===== src/rtl/vbyte_delta_decoder.sv =====
module vbyte_delta_decoder #(
  parameter int ID_W = 32
) (
  input  logic            clk,
  input  logic            rst_n,
  input  logic            list_start,
  input  logic            in_valid,
  output logic            in_ready,
  input  logic [7:0]      in_byte,
  input  logic            in_last,
  output logic            out_valid,
  input  logic            out_ready,
  output logic [ID_W-1:0] out_id,
  output logic            out_last,
  output logic            fmt_err
);
  localparam int GRP       = 7;
  localparam int MAX_BYTES = (ID_W + GRP - 1) / GRP;
  localparam int POS_W     = $clog2(MAX_BYTES);
  localparam int ACC_W     = GRP * MAX_BYTES;

  logic [ACC_W-1:0] acc;
  logic [POS_W-1:0] pos;
  logic [ID_W-1:0]  running;

  logic             take, more, at_limit;
  logic [ACC_W-1:0] base_acc, placed, merged;
  logic [POS_W-1:0] base_pos;
  logic [ID_W-1:0]  base_run, sum;

  assign in_ready = !out_valid || out_ready;
  assign take     = in_valid && in_ready;
  assign more     = in_byte[7];

  assign base_acc = list_start ? '0 : acc;
  assign base_pos = list_start ? '0 : pos;
  assign base_run = list_start ? '0 : running;
  assign at_limit = (base_pos == POS_W'(MAX_BYTES - 1));
  assign placed   = ACC_W'(in_byte[6:0]) << (GRP * int'(base_pos));
  assign merged   = base_acc | placed;
  assign sum      = base_run + merged[ID_W-1:0];

  always_ff @(posedge clk) begin
    if (!rst_n) begin
      acc       <= '0;
      pos       <= '0;
      running   <= '0;
      out_valid <= 1'b0;
      out_id    <= '0;
      out_last  <= 1'b0;
      fmt_err   <= 1'b0;
    end else begin
      if (out_valid && out_ready) out_valid <= 1'b0;
      if (list_start) begin
        acc     <= '0;
        pos     <= '0;
        running <= '0;
      end
      if (take) begin
        if (!more) begin
          out_id    <= sum;
          out_last  <= in_last;
          out_valid <= 1'b1;
          running   <= sum;
          acc       <= '0;
          pos       <= '0;
        end else if (at_limit) begin
          fmt_err <= 1'b1;
          acc     <= '0;
          pos     <= '0;
        end else begin
          acc <= merged;
          pos <= base_pos + POS_W'(1);
        end
      end
    end
  end

  assert_hold_R8: assert property (@(posedge clk) disable iff (!rst_n)
    out_valid && !out_ready |=> out_valid && $stable(out_id) && $stable(out_last));

  assert_emit_R1: assert property (@(posedge clk) disable iff (!rst_n)
    in_valid && in_ready && !in_byte[7] |=> out_valid);

  assert_sticky_R6: assert property (@(posedge clk) disable iff (!rst_n)
    fmt_err |=> fmt_err);

  assert_pos_bound_R5: assert property (@(posedge clk) disable iff (!rst_n)
    pos <= POS_W'(MAX_BYTES - 1));

  assert_err_R5: assert property (@(posedge clk) disable iff (!rst_n)
    in_valid && in_ready && in_byte[7] && !list_start && pos == POS_W'(MAX_BYTES - 1)
    |=> fmt_err && pos == '0 && acc == '0);

  assert_clear_R4: assert property (@(posedge clk) disable iff (!rst_n)
    list_start && !(in_valid && in_ready) |=> pos == '0 && acc == '0 && running == '0);
endmodule


===== config.mk =====
export PLATFORM = sky130hd
export DESIGN_NAME = vbyte_delta_decoder
export DESIGN_NICKNAME = d
export VERILOG_FILES = /design/src/rtl/vbyte_delta_decoder.sv
export SDC_FILE = /design/constraint.sdc
export NUM_CORES = 1
export LEC_CHECK = 0
export BUFFER_PORTS_ARGS = -buffer_cell sky130_fd_sc_hd__buf_4
export CORE_MARGIN = 2
export CORE_UTILIZATION = 54
export CTS_CLUSTER_DIAMETER = 200
export DETAILED_ROUTE_END_ITERATION = 6
export PLACE_DENSITY = 0.83
export SYNTH_ARGS = -nofsm -noshare
export SYNTH_HDL_FRONTEND = slang
export SYNTH_SLANG_ARGS = --single-unit

===== constraint.sdc =====
create_clock -name clk -period 3.7 [get_ports clk]
set_input_delay 0.37 -clock clk [delete_from_list [all_inputs] [get_ports clk]]
set_output_delay 0.37 -clock clk [all_outputs]
set_load 0.1 [all_outputs]

# Word-level counts from Yosys, hierarchy flattened

Index checks and enable logic that the tools add are counted.

Register bits after elaboration: 105
Input port bits: 14
Output and inout port bits: 36
Logic and storage cells: 34

Add/subtract/negate cells: 2
Multiply operators: 1
Equal/unequal tests: 1
Shifts and indexed selects: 1
Mux-type cells: 14
Bitwise logic cells: 2
Reduce and logical (&&, ||, !) cells: 6

Operators by type and width:

| operator              | count |
|---|---|
| $mux W35              | 4 |
| $mux W32              | 3 |
| $or A35 B35 Y35       | 1 |
| $shl A7 B6 Y35        | 1 |
| $add A32 B32 Y32      | 1 |
| $mux W3               | 4 |
| $mul A3 B3 Y6 const A | 1 |
| $add A3 B1 Y3 const B | 1 |
| $eq A3 B3 Y1 const B  | 1 |
| $mux W1               | 3 |
| $reduce_and A3 Y1     | 1 |
| $logic_and A1 B1 Y1   | 2 |
| $reduce_and A2 Y1     | 1 |
| $logic_not A1 Y1      | 1 |
| $logic_or A1 B1 Y1    | 1 |
| $not A1 Y1            | 1 |

# Longest topological paths before layout

Depth in word-level cells: 7
Depth in mapped cells: 15
Depth with buffers taken out: 15

# Worst setup path after synthesis

OpenSTA, ideal clock, no wires.

Path kind: register to register
From: reg pos[1]
To: reg out_id[28]
Library setup time: 0.062 ns
Arrival: 3.411 ns
Required time: 3.638 ns
Setup slack: 0.226 ns
Stages on the path, launching flop included: 16
Buffers on the path: 1
Period minus slack after synthesis: 3.474 ns
Cells stage by stage: dfxtp_1 -> clkbuf_1 -> o31ai_1 -> nand2_1 -> nand2_1 -> ha_1 -> inv_1 -> fa_1 -> nand2b_1 -> a21oi_1 -> o21ai_1 -> o31a_1 -> a211oi_1 -> a31o_2 -> xor2_1 -> a22o_1

Word-level cells in the longest chain between the ends: 5

Ends and longest elaborated chain:

| element                | RTL line | source |
|---|---|---|
| start, declared        | 23       | `logic [POS_W-1:0] pos;` |
| start signal, assigned | 73       | `pos <= base_pos + POS_W'(1);` |
| $mux W3                | -        |  |
| $mul A3 B3 Y6          | 39       | `assign placed = ACC_W'(in_byte[6:0]) << (GRP * int'(base_pos));` |
| $shl A7 B6 Y35         | 39       |  |
| $or A35 B35 Y35        | 40       | `assign merged = base_acc \| placed;` |
| $add A32 B32 Y32       | 41       | `assign sum = base_run + merged[ID_W-1:0];` |
| end signal, assigned   | 61       | `out_id <= sum;` |
| end, declared          | 13       | `output logic [ID_W-1:0] out_id,` |

No other way between the ends.
A chain may end at the register's enable or synchronous reset.

# Final worst setup path

From: reg pos[1]
To: reg running[24]

Word-level cells in the longest chain between the ends: 7

Ends and longest elaborated chain:

| element              | RTL line | source |
|---|---|---|
| $mux W3              | -        |  |
| $mul A3 B3 Y6        | 39       |  |
| $shl A7 B6 Y35       | 39       |  |
| $or A35 B35 Y35      | 40       |  |
| $add A32 B32 Y32     | 41       |  |
| $mux W32             | 60       | `if (!more) begin` |
| $mux W32             | 59       | `if (take) begin` |
| end signal, assigned | 64       | `running <= sum;` |
| end, declared        | 24       | `logic [ID_W-1:0] running;` |

No other way between the ends.

==> results.py <==
metrics = {
    "pwr": {
        "power_density_nw_per_um2": 308,
        "p_seq_share_pct": 54.3,
        "leakage_nw": 2.85,
        "clkPwrFrac_pct": 34.0,
        "pwr-share-comb_pct": 11.6,
        "irDropWorstVdd_v": 0.000184,
        "p_sw_share_pct": 27.4,
        "p_int_mw": 1.49,
        "p_switching_mw": 0.563,
    },
    "synthesis": {
        "synth-xor-area-share_pct": 3.44,
        "async_flop_share_pct": 0,
        "synth.most_common_cell": "nand2_1",
        "synth_area_um2": 5850,
        "synth-edff-count": 0,
        "synthSimpleGateAreaFrac_pct": 23.6,
        "yosys_warnings": 0,
        "syn_inst": 765,
        "avgSynthCellArea_um2": 7.65,
        "netlist_top_cells_area": "dfxtp_1 35%, nand2_1 11%, a21oi_1 6.8%, ha_1 6.6%, o21a_1 4.5%",
        "synth_seq_cells": 102,
        "syn_nets": 811,
        "synthTopCellsByCount": "172 x nand2_1, 102 x dfxtp_1, 80 x a21oi_1",
        "synthFlopType": "dfxtp_1",
        "synth_top_family_by_area": "compound AO/OA/AOI/OAI gates",
        "ys_seq_area_share_pct": 34.9,
        "synth-compound-area-share_pct": 26.8,
        "synth_top_area_share_pct": 34.9,
        "synth.distinct_cells": 53,
        "synth_area_leader_cell": "dfxtp_1",
        "synthMuxAreaShare_pct": 0.706,
        "synth_fa_ha_area_share_pct": 6.97,
    },
    "status": {
        "status": "completed",
    },
    "global_route": {
        "grt_max_degree": 66,
        "track_usage_pct": 27.2,
        "grt_overflow": 0,
        "grt_pass1_vias": 5348,
        "antenna_found_initial": 0,
        "grt_pass1_wl_mm": 25.2,
    },
    "worst_setup_path": {
        "worst_ep_required_time_ns": 3.97,
        "crit_chain": "o31ai_1 -> buf_4 -> nand2_1 -> nand2_1 -> ha_1 -> inv_1 -> fa_1 -> nand2b_1 -> a21oi_1 -> o21ai_2 -> o31a_1 -> a211oi_2 -> buf_4 -> mux2i_1 -> a221o_1",
        "path_delay_family": "compound AO/OA/AOI/OAI gates",
        "worst-path-max-fanout": 7,
        "arrival_ns": 3.74,
        "startpoint_type": "flop",
        "critPathSlowestCell": "fa_1",
        "endpoint_kind": "flop",
        "cp.buffers_inverters": 3,
        "critPathMaxStageDelay_ns": 0.38,
        "path_class": "flop to flop",
    },
    "floorplanning": {
        "core-area_um2": 10400,
        "ios": 50,
        "die_area_um2": 11700,
        "die_w_um": 108,
        "die_h_um": 108,
        "core.rowCount": 37,
        "start_util_pct": 56.2,
    },
    "flow_run": {
        "maxCapViolCount": 0,
    },
    "sta": {
        "grt_setup_unrepaired": "false",
        "fin_setup_tns_ns": 0,
        "timing.final.crit_share_pct": 93.9,
        "fin_skew_ns": 0.0189,
        "fmax_mhz": 288,
        "final_max_slew_viol_count": 0,
        "setup_viol": 0,
        "period_needed_ns": 3.48,
        "hold_viol": 0,
        "tightestPinTransition_ns": 1.10,
        "setup_slack_ns": 0.224,
        "relSlewSlack_pct": 26.1,
    },
    "clock_network": {
        "worstSkewPairLatency_ns": 0.38,
        "clockRootBuffer": "clkbuf_8",
        "cts_sinks": 102,
        "cts_tree": "built",
        "path_clk_slew_ns": 0.09,
        "cts_buffer_depth": 2,
        "post_cts_buffers": 0,
        "htree_levels": 3,
        "cts_made_buffers": 9,
        "ctsHoldBuffers": 0,
    },
    "detailed_routing": {
        "drt_iter0_markers": 297,
        "dr_total_vias": 5623,
        "routedWlPerCell_um": 16.2,
        "ant_nets": 0,
        "dr.pass1.iters": 5,
        "totalWireLength_mm": 15.4,
        "route.detailed.drc": 0,
        "via_per_inst": 5.90,
    },
    "placement": {
        "dpl.hpwl_mm": 11.4,
        "dp_slack_ns": 0.0486,
        "place.gp.congestion": 0.907,
        "port_buffers": 49,
    },
    "cells_and_area": {
        "syn_to_final_growth_pct": 14.2,
        "seqCellArea_um2": 2040,
        "n_fill_cell": 943,
        "num_antenna_cells": 0,
        "fin_nets": 859,
        "multi_input_area_um2": 3620,
        "layout-drive-gt1-share_pct": 13.0,
    },
    "worst_hold_path": {
        "hold_class": "primary input to flop",
    },
}
cell type report:
| type | instances | share of cell area, % |
|---|---|---|
| sequential | 102 | 30.6 |
| timing repair buffer | 82 | 9.22 |
| multi-input combinational | 607 | 54.1 |
| clock inverter | 2 | 0.225 |
| clock buffer | 13 | 2.68 |
| inverter | 11 | 0.618 |
| tap | 136 | 2.55 |
stage by stage:
stage                     hold slack (ns)  power (mW)  cells  area [um2]  util [%]
after floorplan                     0.431        1.31    765        5850         -
final                               0.250        2.06    953        6680      64.1
after detailed placement            0.440        1.38    938        6460      62.1
after global routing                0.272        2.13    953        6680      64.1
after global placement              0.440        1.37    938        6460      62.1
after CTS                           0.244        2.07    953        6660      63.9
worst paths after layout:
check                          start                      end  slack (ns)  cells after the start
max                pos[1]$_SDFF_PN0_   running[24]$_SDFF_PN0_        0.22                     15
min                          in_last    out_last$_SDFFE_PN0P_        0.25                      3
max reg2reg        pos[1]$_SDFF_PN0_   running[24]$_SDFF_PN0_        0.22                     15
min reg2reg  out_id[31]$_SDFFE_PN0P_  out_id[31]$_SDFFE_PN0P_        0.45                      2
layer usage:
layer,track usage [%],vias up,part of all wire [%]
met5,0,-,0
met4,13.2,0,2.8
met3,4.10,38,5.1
met2,46.9,192,49
met1,33.2,2641,43
li1,-,2752,-
what timing repair did:
action	CTS	global route
setup endpoints to repair	0	9
resized for setup	0	5
endpoints found under the hold margin	0	0
state kept, by name (all words and copies together), names as in the netlist:
signal / count
pos: 3
acc: 32
out_id: 32
out_valid: 1
running: 32
fmt_err: 1
out_last: 1
cell families after synthesis:
family | count (synthesis)
simple gates | 310
compound gates | 238
flops | 102
buf+inv | 56
fa+ha+maj | 32
xor+xnor | 23
mux | 4
cells in the final DEF (no fill, tap or decap), types with 3 or more instances in the layout:
| cell | netlist | routed |
|---|---|---|
| buf_4 | 0 | 82 |
| nor3_1 | 4 | 4 |
| nor2_1 | 52 | 52 |
| o21ai_0 | 29 | 29 |
| clkbuf_8 | 0 | 13 |
| a21o_1 | 9 | 9 |
| o21a_1 | 35 | 35 |
| dfxtp_1 | 102 | 102 |
| xor2_1 | 11 | 11 |
| a21oi_1 | 80 | 80 |
| and3_1 | 5 | 5 |
| o21bai_1 | 4 | 4 |
| a221o_1 | 4 | 4 |
| nor2b_1 | 33 | 33 |
| nand2_1 | 172 | 172 |
| and2_1 | 10 | 10 |
| ha_1 | 31 | 31 |
| a21boi_0 | 29 | 29 |
| mux2i_1 | 3 | 3 |
| xnor2_1 | 12 | 12 |
| nand3_1 | 8 | 8 |
| o211ai_1 | 5 | 5 |
| nor4b_1 | 3 | 3 |
| o2bb2ai_1 | 9 | 9 |
| a211oi_1 | 4 | 3 |
| inv_1 | 10 | 10 |
| a22o_1 | 10 | 10 |
| o31ai_1 | 4 | 4 |
| nand2b_1 | 6 | 6 |
| nand4_1 | 10 | 10 |
tightest hold or removal path, delay by kind of cell:
family / cells / cell delay [ns]
simple gates: 1 / 0.04
buf+inv: 1 / 0.11
compound gates: 1 / 0.06
power by group through the flow:
stage / Combinational [mW] / Sequential, mW / Clock, mW
2_1_floorplan: 0.119 / 1.19 / 0
3_5_place_dp: 0.236 / 1.14 / 0
4_1_cts: 0.237 / 1.12 / 0.714
6_report: 0.239 / 1.12 / 0.700
5_1_grt: 0.257 / 1.12 / 0.751
3_3_place_gp: 0.232 / 1.14 / 0
(Power assumes the default switching activity.)
